--- config.mk ---
export PLATFORM = sky130hd
export DESIGN_NAME = dbs_write_seq
export DESIGN_NICKNAME = d
export VERILOG_FILES = /design/src/rtl/dbs_pkg.sv /design/src/rtl/dbs_step_calc.sv /design/src/rtl/dbs_lane_mux.sv /design/src/rtl/dbs_write_seq.sv
export SDC_FILE = /design/constraint.sdc
export NUM_CORES = 1
export LEC_CHECK = 0
export ABC_AREA = 1
export BUFFER_PORTS_ARGS = -buffer_cell sky130_fd_sc_hd__buf_2
export CORE_UTILIZATION = 45
export DETAILED_ROUTE_END_ITERATION = 10
export GPL_TIMING_DRIVEN = 0
export PLACE_DENSITY = 0.7
export SYNTH_ARGS = -nofsm -noshare
export SYNTH_HDL_FRONTEND = slang
export SYNTH_HIERARCHICAL = 1
export SYNTH_SLANG_ARGS = --single-unit
--- constraint.sdc ---
create_clock -name clk -period 7.06 [get_ports clk]
set_input_delay 0.353 -clock clk [delete_from_list [all_inputs] [get_ports clk]]
set_output_delay 0.353 -clock clk [all_outputs]
set_load 0.05 [all_outputs]
--- src/rtl/dbs_pkg.sv ---
package dbs_pkg;
  localparam int BYTE_W = 8;
  localparam int LANES  = 4;
  localparam int DATA_W = BYTE_W * LANES;
  localparam int CNT_W  = 3;

  typedef enum logic [1:0] {
    ACK_W32  = 2'b00,
    ACK_W16  = 2'b01,
    ACK_W8   = 2'b10,
    ACK_WAIT = 2'b11
  } ack_code_e;
endpackage

--- src/rtl/dbs_step_calc.sv ---
module dbs_step_calc
  import dbs_pkg::*;
(
  input  logic [1:0]       ack,
  input  logic [1:0]       off,
  input  logic [CNT_W-1:0] remain,
  output logic             accepted,
  output logic [CNT_W-1:0] take
);
  logic [CNT_W-1:0] cap;

  always_comb begin
    unique case (ack_code_e'(ack))
      ACK_W8:  cap = CNT_W'(1);
      ACK_W16: cap = CNT_W'(2) - CNT_W'(off[0]);
      ACK_W32: cap = CNT_W'(LANES) - CNT_W'(off);
      default: cap = '0;
    endcase
    accepted = (ack_code_e'(ack) != ACK_WAIT);
    take     = (remain < cap) ? remain : cap;
  end
endmodule

--- src/rtl/dbs_lane_mux.sv ---
module dbs_lane_mux
  import dbs_pkg::*;
(
  input  logic [1:0]        off,
  input  logic [DATA_W-1:0] pend,
  output logic [DATA_W-1:0] wdata
);
  for (genvar p = 0; p < LANES; p++) begin : g_lane
    logic [1:0] idx;
    always_comb begin
      if (p == 0)
        idx = 2'd0;
      else if (p == 1)
        idx = off[0] ? 2'd0 : 2'd1;
      else if (2'(p) >= off)
        idx = 2'(p) - off;
      else
        idx = 2'd0;
    end
    assign wdata[DATA_W-1-BYTE_W*p -: BYTE_W] = pend[DATA_W-1-BYTE_W*idx -: BYTE_W];
  end
endmodule

--- src/rtl/dbs_write_seq.sv ---
module dbs_write_seq
  import dbs_pkg::*;
#(
  parameter int ADDR_W = 32
) (
  input  logic              clk,
  input  logic              rst_n,
  input  logic              req_valid,
  output logic              req_ready,
  input  logic [ADDR_W-1:0] req_addr,
  input  logic [DATA_W-1:0] req_data,
  input  logic [1:0]        req_bytes,
  output logic              bus_cyc,
  output logic [ADDR_W-1:0] bus_addr,
  output logic [1:0]        bus_siz,
  output logic [DATA_W-1:0] bus_wdata,
  input  logic [1:0]        bus_ack,
  output logic              done
);
  localparam int SH_W = $clog2(DATA_W) + 1;

  logic              busy_q, done_q;
  logic [ADDR_W-1:0] addr_q;
  logic [CNT_W-1:0]  cnt_q;
  logic [DATA_W-1:0] pend_q;

  logic              acc;
  logic [CNT_W-1:0]  take;
  logic [CNT_W-1:0]  load_cnt;
  logic [SH_W-1:0]   load_sh, step_sh;

  dbs_step_calc u_step (
    .ack      (bus_ack),
    .off      (addr_q[1:0]),
    .remain   (cnt_q),
    .accepted (acc),
    .take     (take)
  );

  dbs_lane_mux u_lanes (
    .off   (addr_q[1:0]),
    .pend  (pend_q),
    .wdata (bus_wdata)
  );

  assign load_cnt = (req_bytes == 2'b00) ? CNT_W'(LANES) : CNT_W'(req_bytes);
  assign load_sh  = SH_W'((CNT_W'(LANES) - load_cnt) * BYTE_W);
  assign step_sh  = SH_W'(take * BYTE_W);

  always_ff @(posedge clk or negedge rst_n) begin
    if (!rst_n) begin
      busy_q <= 1'b0;
      done_q <= 1'b0;
      addr_q <= '0;
      cnt_q  <= '0;
      pend_q <= '0;
    end else begin
      done_q <= 1'b0;
      if (!busy_q) begin
        if (req_valid) begin
          busy_q <= 1'b1;
          addr_q <= req_addr;
          cnt_q  <= load_cnt;
          pend_q <= req_data << load_sh;
        end
      end else if (acc) begin
        addr_q <= addr_q + ADDR_W'(take);
        cnt_q  <= cnt_q - take;
        pend_q <= pend_q << step_sh;
        if (take == cnt_q) begin
          busy_q <= 1'b0;
          done_q <= 1'b1;
        end
      end
    end
  end

  assign req_ready = !busy_q;
  assign bus_cyc   = busy_q;
  assign bus_addr  = addr_q;
  assign bus_siz   = cnt_q[1:0];
  assign done      = done_q;
endmodule

Word level (Yosys, flattened, before mapping)

Cells that the tools add are included.

$add $sub $neg: 10
Order comparisons: 3
Equal/unequal tests: 5
Shift-type cells: 5
Mux-type cells: 22
Reductions and logical operators: 5

Operators by type and width:

| operator            | count |
|---|---|
| $mux 32             | 6 |
| $shiftx 39x33->8    | 3 |
| $shl 32x6->32       | 2 |
| $add 32x3->32       | 1 |
| $sub 5x5->6 const A | 3 |
| $mux 3              | 5 |
| $pmux 3 s3          | 1 |
| $mux 1              | 8 |
| $ge 2x2->1 const A  | 2 |
| $logic_not 2->1     | 2 |
| $mux 2              | 2 |
| $sub 2x2->2 const A | 2 |
| $eq 3x3->1          | 1 |
| $lt 3x3->1          | 1 |
| $sub 2x1->3 const A | 1 |
| $sub 3x2->3 const A | 1 |
| $sub 3x3->3         | 1 |
| $sub 3x3->3 const A | 1 |
| $eq 2x1->1 const B  | 1 |
| $eq 2x2->1 const B  | 1 |
| $ne 2x1->1 const B  | 1 |
| $ne 2x2->1 const B  | 1 |
| $reduce_and 2->1    | 1 |
| $reduce_bool 2->1   | 1 |
| $logic_not 1->1     | 1 |

Bits in registers: 69
Input bits: 71
Output and inout bits: 69

Depth between registers and ports, before layout

Gate-level depths: netlist of run 1.

Depth after elaboration: 8
Mapped depth: 22

By module

The synthesis of run 1 kept the hierarchy.

Modules (own cells, without submodules):

| module        | times used | cells an instance | area each (um^2) | seq. area each (um^2) |
|---|---|---|---|---|
| dbs_write_seq | 1          | 756               | 4909.7           | 1726.7 |
| dbs_lane_mux  | 1          | 138               | 640.6            | 0.0 |
| dbs_step_calc | 1          | 29                | 172.7            | 0.0 |

Least setup slack after synthesis of run 1

Ideal clock, no wire load.

Path kind: register to register
Start: reg addr_q[0] (netlist: bus_addr[0])
End: reg addr_q[14] (netlist: bus_addr[14])
Setup time: 0.118 ns
Arrival: 3.289 ns
Required time: 6.942 ns
Path slack: 3.653 ns
Stages on the path, launching flop included: 20
Buffers on the path: 0
Period minus slack after synthesis: 3.407 ns
Path through: dfrtp_1 > inv_1 > ha_1 > o21ai_0 > ha_1 > nand2_1 > inv_2 > nand2_2 > nand2_2 > nand2_1 > nand2_1 > fa_1 > nand2_1 > nand2_1 > nand2_1 > nor2_1 > xnor2_1 > nand2_1 > nand2_1 > nand2_1

Cells in the longest elaborated chain, start to end: 7

RTL lines:

| item                                              | RTL line                                 | RTL |
|---|---|---|
| from (decl)                                       | dbs_write_seq.sv:23                      | `logic [ADDR_W-1:0] addr_q;` |
| from (signal assigned)                            | dbs_write_seq.sv:62                      | `addr_q <= req_addr;` |
| from (signal assigned)                            | dbs_write_seq.sv:67                      | `addr_q <= addr_q + ADDR_W'(take);` |
| $sub 3x2->3 / $sub 2x1->3 (equally long branches) | dbs_step_calc.sv:16, dbs_step_calc.sv:15 |  |
| $pmux 3 s3 *                                      | dbs_step_calc.sv:13                      | `unique case (ack_code_e'(ack))` |
| $lt 3x3->1                                        | dbs_step_calc.sv:20                      | `take = (remain < cap) ? remain : cap;` |
| $mux 3 *                                          | dbs_step_calc.sv:20                      |  |
| via take[1]                                       | dbs_write_seq.sv:28                      | `logic [CNT_W-1:0] take;` |
| $add 32x3->32 *                                   | dbs_write_seq.sv:67                      |  |
| $mux 32 *                                         | dbs_write_seq.sv:66                      | `end else if (acc) begin` |
| $mux 32 *                                         | dbs_write_seq.sv:59                      | `if (!busy_q) begin` |

Mark *: on every way through the listed nets, which the timed path passes. The rest lies on a longest branch. The select of a mux whose other input is x is not followed.
A chain may end at the register's enable or synchronous reset.

Worst setup path after layout of run 1

Start: reg addr_q[0] (netlist: bus_addr[0])
End: reg addr_q[17] (netlist: bus_addr[17])

Same word-level chain as after synthesis.

==> metrics.txt, run 1 <==
status=completed; Synth Flop Type=dfrtp_1; Initial DRC Count=498; top cells by area, synth=dfrtp_1 30%, nand2_1 20%, nor2_1 7.2%; Power, Total=0.00417 W; DR vias/cell=5.29; Setup TNS=0 ps; synthesized cell area=5720 um^2; max frequency=263 MHz; Die ar.=13200 um^2; crit share post-route=53.8%; share of layout cells above drive strength 1=19.5%; Starting Density=46.9%; # fillers=1255; GP Congestion=0.927; H-tree depth=3; RSZ-0062 raised after global routing=false; Hold Path Class=in -> async; Max FO, Critical Path=9; Top cell by count, worst path=nand2_1; IO Pins=140; drt first pass iters=5; post-CTS setup buffer count=0; worst rel slew slack=57.5%; Worst Path Required=7310 ps; WHS=8.41 ps; CTS Buffer Depth=2; clk root buf=clkbuf_16; CP cell instances=inv_1, ha_1, o21ai_0, ha_1, nand2_1, inv_2, nand2_2, nand2_2, nand2_1, nand2_1, ha_1, nand2_1, nand2_1, nand3_1, nor2_1, nand3_1, nand2_1, nand2_1, nand2_1, inv_1; CP Data Arrival Time=4050 ps; Post-CTS Hold Buffers=0; Cells after Synth=923; Final HPWL DP=14.5 mm; Slew @ Worst Pin=637 ps; static leakage=3.59 nW; initial antenna violation count=0; Synthesis Warnings=6; Synth cell types=42; final core occ=57.2%; Syn Nets=1005; core area=12200 um^2; Die Y-Extent=115 um; ant diodes=0; clk slew on worst S/H paths=60 ps; final WL=18.9 mm; gr usage total=30.0%; Die Wd=115 um; max-slew violations=0; Final Hold Fails=0; Post-synth top cells=311 x nand2_1, 110 x nor2_1, 91 x inv_1; gr ovfl total=0; Cell Pwr Density=596 nW/um^2; synthesis-to-finish area growth=22.1%; final setup skew=8.66 ps; port buffer count=139; largest net degree at the start of global routing=70; CTS Buf Count=9; CP max stage cell=dfrtp_1; Synth Register Bits=69; Synth async-reset ratio=100%; FP Rows=40; Routed WL per cell=15.2 um; crit start category=flip-flop; peak per-stage delay on the critical path=480 ps; dominant cell type by area after synthesis=dfrtp_1; area share of the largest cell type after synthesis=30.2%; Sink Count=69; CTS tree=done; Peak VDD IR=0.216 mV; detailed-route DRC error count=0; DRT antenna net count=0; routed vias=6602; Synth Area per Inst=6.20 um^2; Max Cap Violations=0; Setup crit end kind=flip-flop; NumNets Final=1156; first-pass GRT wire length=30.7 mm; CP Class=reg -> reg; vias in the first global route=6235; EDFF count, synth=0; min Tclk post-route=3800 ps; clock latency at the later pin of the worst-skew pair=350 ps; sequential area share after synthesis=30.2%; count leader, synth=nand2_1; Setup Viol. Count Final=0; PostCTS Resize Cnt=0
[area by class of cell]
class / instances / area, um^2 / share of cell area, %
timing repair buffer: 140 / 726 / 10.4
inverter: 99 / 377 / 5.39
sequential: 69 / 1730 / 24.7
clock buffer: 14 / 294 / 4.21
buffer: 51 / 295 / 4.22
clock inverter: 2 / 37.5 / 0.537
multi-input combinational: 704 / 3320 / 47.6
tap: 168 / 210 / 3.01
[layout by cell type (no fill, tap or decap), types with 2 or more instances in the layout]
cell type and count:
nand3_1 64, nand4_1 2, nand2_1 311, a21oi_1 44, o22ai_1 16, inv_4 2, o221ai_1 5, buf_1 3
clkinv_1 2, ha_1 9, buf_2 149, buf_6 4, buf_4 17, o21a_1 4, clkbuf_8 5, nor2_4 2
nand3b_1 7, nor2_1 110, o211ai_1 14, o21ai_0 64, clkbuf_16 9, or2_2 5, clkbuf_1 17, dfrtp_1 69
a22oi_1 8, fa_1 2, nand2_2 4, and2_1 8, a31oi_1 10, xnor2_1 3, inv_1 91, inv_2 4
[through the flow]
stage | instances | worst slack, ps | instance area [um^2]
after floorplan | 923 | 3650 | 5720
final | 1247 | 3260 | 6990
after detailed placement | 1231 | 3320 | 6660
after CTS | 1247 | 3300 | 6990
after global routing | 1247 | 2930 | 6990
after global placement | 1230 | 3390 | 6630
[logic make-up (layout without fill, tap and decap cells)]
kind of cell	count (synthesis)	count (layout)	share of synthesized area, %
buffers and inverters	150	306	11.7
adders and majority gates	11	11	2.67
and+or+nand+nor	518	518	37.3
DFF	69	69	30.2
AOI/OAI and AO/OA	171	171	17.5
xor gates and xnor gates	4	4	0.612
[critical path: cells and delay by family (launching register included)]
family          cells  cell delay, ps
buf+inv             3             160
flops               1             480
compound gates      1             300
simple gates       13            1720
fa+ha+maj           3            1040
[registers in the layout, indices dropped and copies added, names as in the netlist]
| name | cells |
|---|---|
| bus_addr | 32 |
| done | 1 |
| cnt_q | 3 |
| pend_q | 32 |
| bus_cyc | 1 |
[layer usage]
metal	vias to the layer above	global-route usage, %	wire length, um
li1	3263	-	-
met1	2983	39.2	8260
met2	312	49.9	8860
met3	44	3.16	1240
met4	0	15.2	578
met5	-	0	0
[power breakdown]
| group | switching [W] | internal [W] | leakage (nW) | total (W) |
|---|---|---|---|---|
| combinational | 0.00205 | 0.000814 | 2.57 | 0.00286 |
| clock | 0.000183 | 0.000322 | 0.161 | 0.000505 |
| sequential | 0.000223 | 0.000576 | 0.854 | 0.000800 |
[final timing paths]
kind,start,end,cells after the start,slack (ps)
min in group clk,req_addr[1],bus_addr[1]$_DFFE_PN0P_,3,270
min,rst_n,bus_addr[26]$_DFFE_PN0P_,2,8
min reg2reg,bus_addr[2]$_DFFE_PN0P_,bus_addr[2]$_DFFE_PN0P_,2,550
max in group asynchronous,rst_n,pend_q[8]$_DFFE_PN0P_,2,6740
max,bus_addr[0]$_DFFE_PN0P_,bus_addr[17]$_DFFE_PN0P_,20,3260
max reg2reg,bus_addr[0]$_DFFE_PN0P_,bus_addr[17]$_DFFE_PN0P_,20,3260
(Power assumes the default switching activity.)
==> run 2: changes to the inputs <==
==> constraint.sdc (replaced) <==
create_clock -name clk -period 3.8 [get_ports clk]
set_input_delay 0.19 -clock clk [delete_from_list [all_inputs] [get_ports clk]]
set_output_delay 0.19 -clock clk [all_outputs]
set_load 0.05 [all_outputs]
==> metrics.txt, run 2 (synthesis results as in run 1) <==
ant diodes=0; detailed-route DRC error count=0; drt first pass iters=6; crit start category=flip-flop; clk root buf=clkbuf_16; vias in the first global route=6238; Worst Path Required=4030 ps; IO Pins=140; Setup crit end kind=flip-flop; first-pass GRT wire length=30.8 mm; CP max stage cell=dfrtp_1; Sink Count=69; peak per-stage delay on the critical path=480 ps; delay-heaviest family, CP=simple AND/OR/NAND/NOR gates; setup slack, reg-to-reg=280 ps; final WL=18.9 mm; most common cell after layout, fill and taps aside=nand2_1; critical path buffer and inverter count=2; synthesis-to-finish area growth=22.6%; Final Hold Fails=0; placed inst area=6660 um^2; gr ovfl total=0; FP Rows=40; CP cell instances=inv_1, ha_1, o21ai_0, ha_1, nand2_1, inv_2, nand2_2, nand2_2, nand2_1, nand2_2, ha_1, nand2_1, nand2_1, nand3_1, nor2_2, nand2_1, nand2_1, nand3_1, nand2_1, nand2_1; Max FO, Critical Path=9; Die ar.=13200 um^2; port buffer count=139; max frequency=284 MHz; CTS Buf Count=9; Die Wd=115 um; CP Data Arrival Time=3760 ps; RSZ-0062 raised after global routing=true; Starting Density=46.9%; final setup skew=6.71 ps; Hold Path Class=in -> reg; routed vias=6598; clk slew on worst S/H paths=60 ps; core area=12200 um^2; worst rel slew slack=56.9%; crit share post-route=92.7%; status=completed; H-tree depth=3; largest net degree at the start of global routing=70; Slew @ Worst Pin=646 ps; final core occ=57.4%; most frequent cells in the layout=309 x nand2_1, 149 x buf_2, 108 x nor2_1; DR vias/cell=5.29; initial antenna violation count=0; Initial DRC Count=416; DRT antenna net count=0; GP Congestion=0.927; Max Cap Violations=0; share of layout cells above drive strength 1=19.8%; clock latency at the later pin of the worst-skew pair=350 ps; max-slew violations=0; Final HPWL DP=14.5 mm; CTS Buffer Depth=2; gr usage total=30.1%; NumNets Final=1157; CTS tree=done; fin area=7020 um^2; Die Y-Extent=115 um; min Tclk post-route=3520 ps; CP Class=reg -> reg; Setup Viol. Count Final=0; Top cell by count, worst path=nand2_1; Routed WL per cell=15.1 um
run 2: what timing repair did:
action	4_1_cts	5_1_grt
endpoints found under the setup margin	0	23
hold buffers	1	0
hold endpoints to repair	69	0
resized for setup	0	5
buffers inserted	0	0
run 2: metrics by stage:
stage          TNS [ps]  hold slack (ps)  worst slack [ps]  instances
2_1_floorplan         0             -106               393        923
3_3_place_gp          0              463               128       1230
3_5_place_dp          0              232              60.8       1231
4_1_cts               0              119              43.2       1248
5_1_grt           -39.9              138             -39.9       1248
6_report              0              112               277       1248
run 2: area by class of cell:
type	count	area [um^2]
fillers	1253	5200
clock inverters	2	37.5
clock buffers	14	294
inverters	99	377
multi-input cells	704	3340
plain buffers	51	295
repair buffers	141	736
flip-flops and latches	69	1730
well taps	168	210
run 2: worst paths after layout:
kind                                           from                        to  cells past startpoint
setup / recovery            bus_addr[0]$_DFFE_PN0P_  bus_addr[29]$_DFFE_PN0P_                     20
hold / removal                          req_addr[1]   bus_addr[1]$_DFFE_PN0P_                      3
setup reg to reg            bus_addr[0]$_DFFE_PN0P_  bus_addr[29]$_DFFE_PN0P_                     20
hold reg to reg            bus_addr[31]$_DFFE_PN0P_  bus_addr[31]$_DFFE_PN0P_                      2
max in group asynchronous                     rst_n     pend_q[8]$_DFFE_PN0P_                      3
min in group asynchronous                     rst_n  bus_addr[26]$_DFFE_PN0P_                      3
run 2: tightest hold or removal path, cell delays in order:
cell and delay [ps]:
buf_2 100, nand2_1 60, a31oi_1 70
run 2: metal layers:
layer	vias up	global-route usage, %	wire length, um
li1	3272	-	-
met1	2967	39.2	8170
met2	313	49.9	8810
met3	46	3.16	1280
met4	0	15.2	612
met5	-	0	0
Power of run 2 is left out: the tool's default activity adds up to more than one toggle a clock period on the data nets, which glitch-free logic cannot reach.
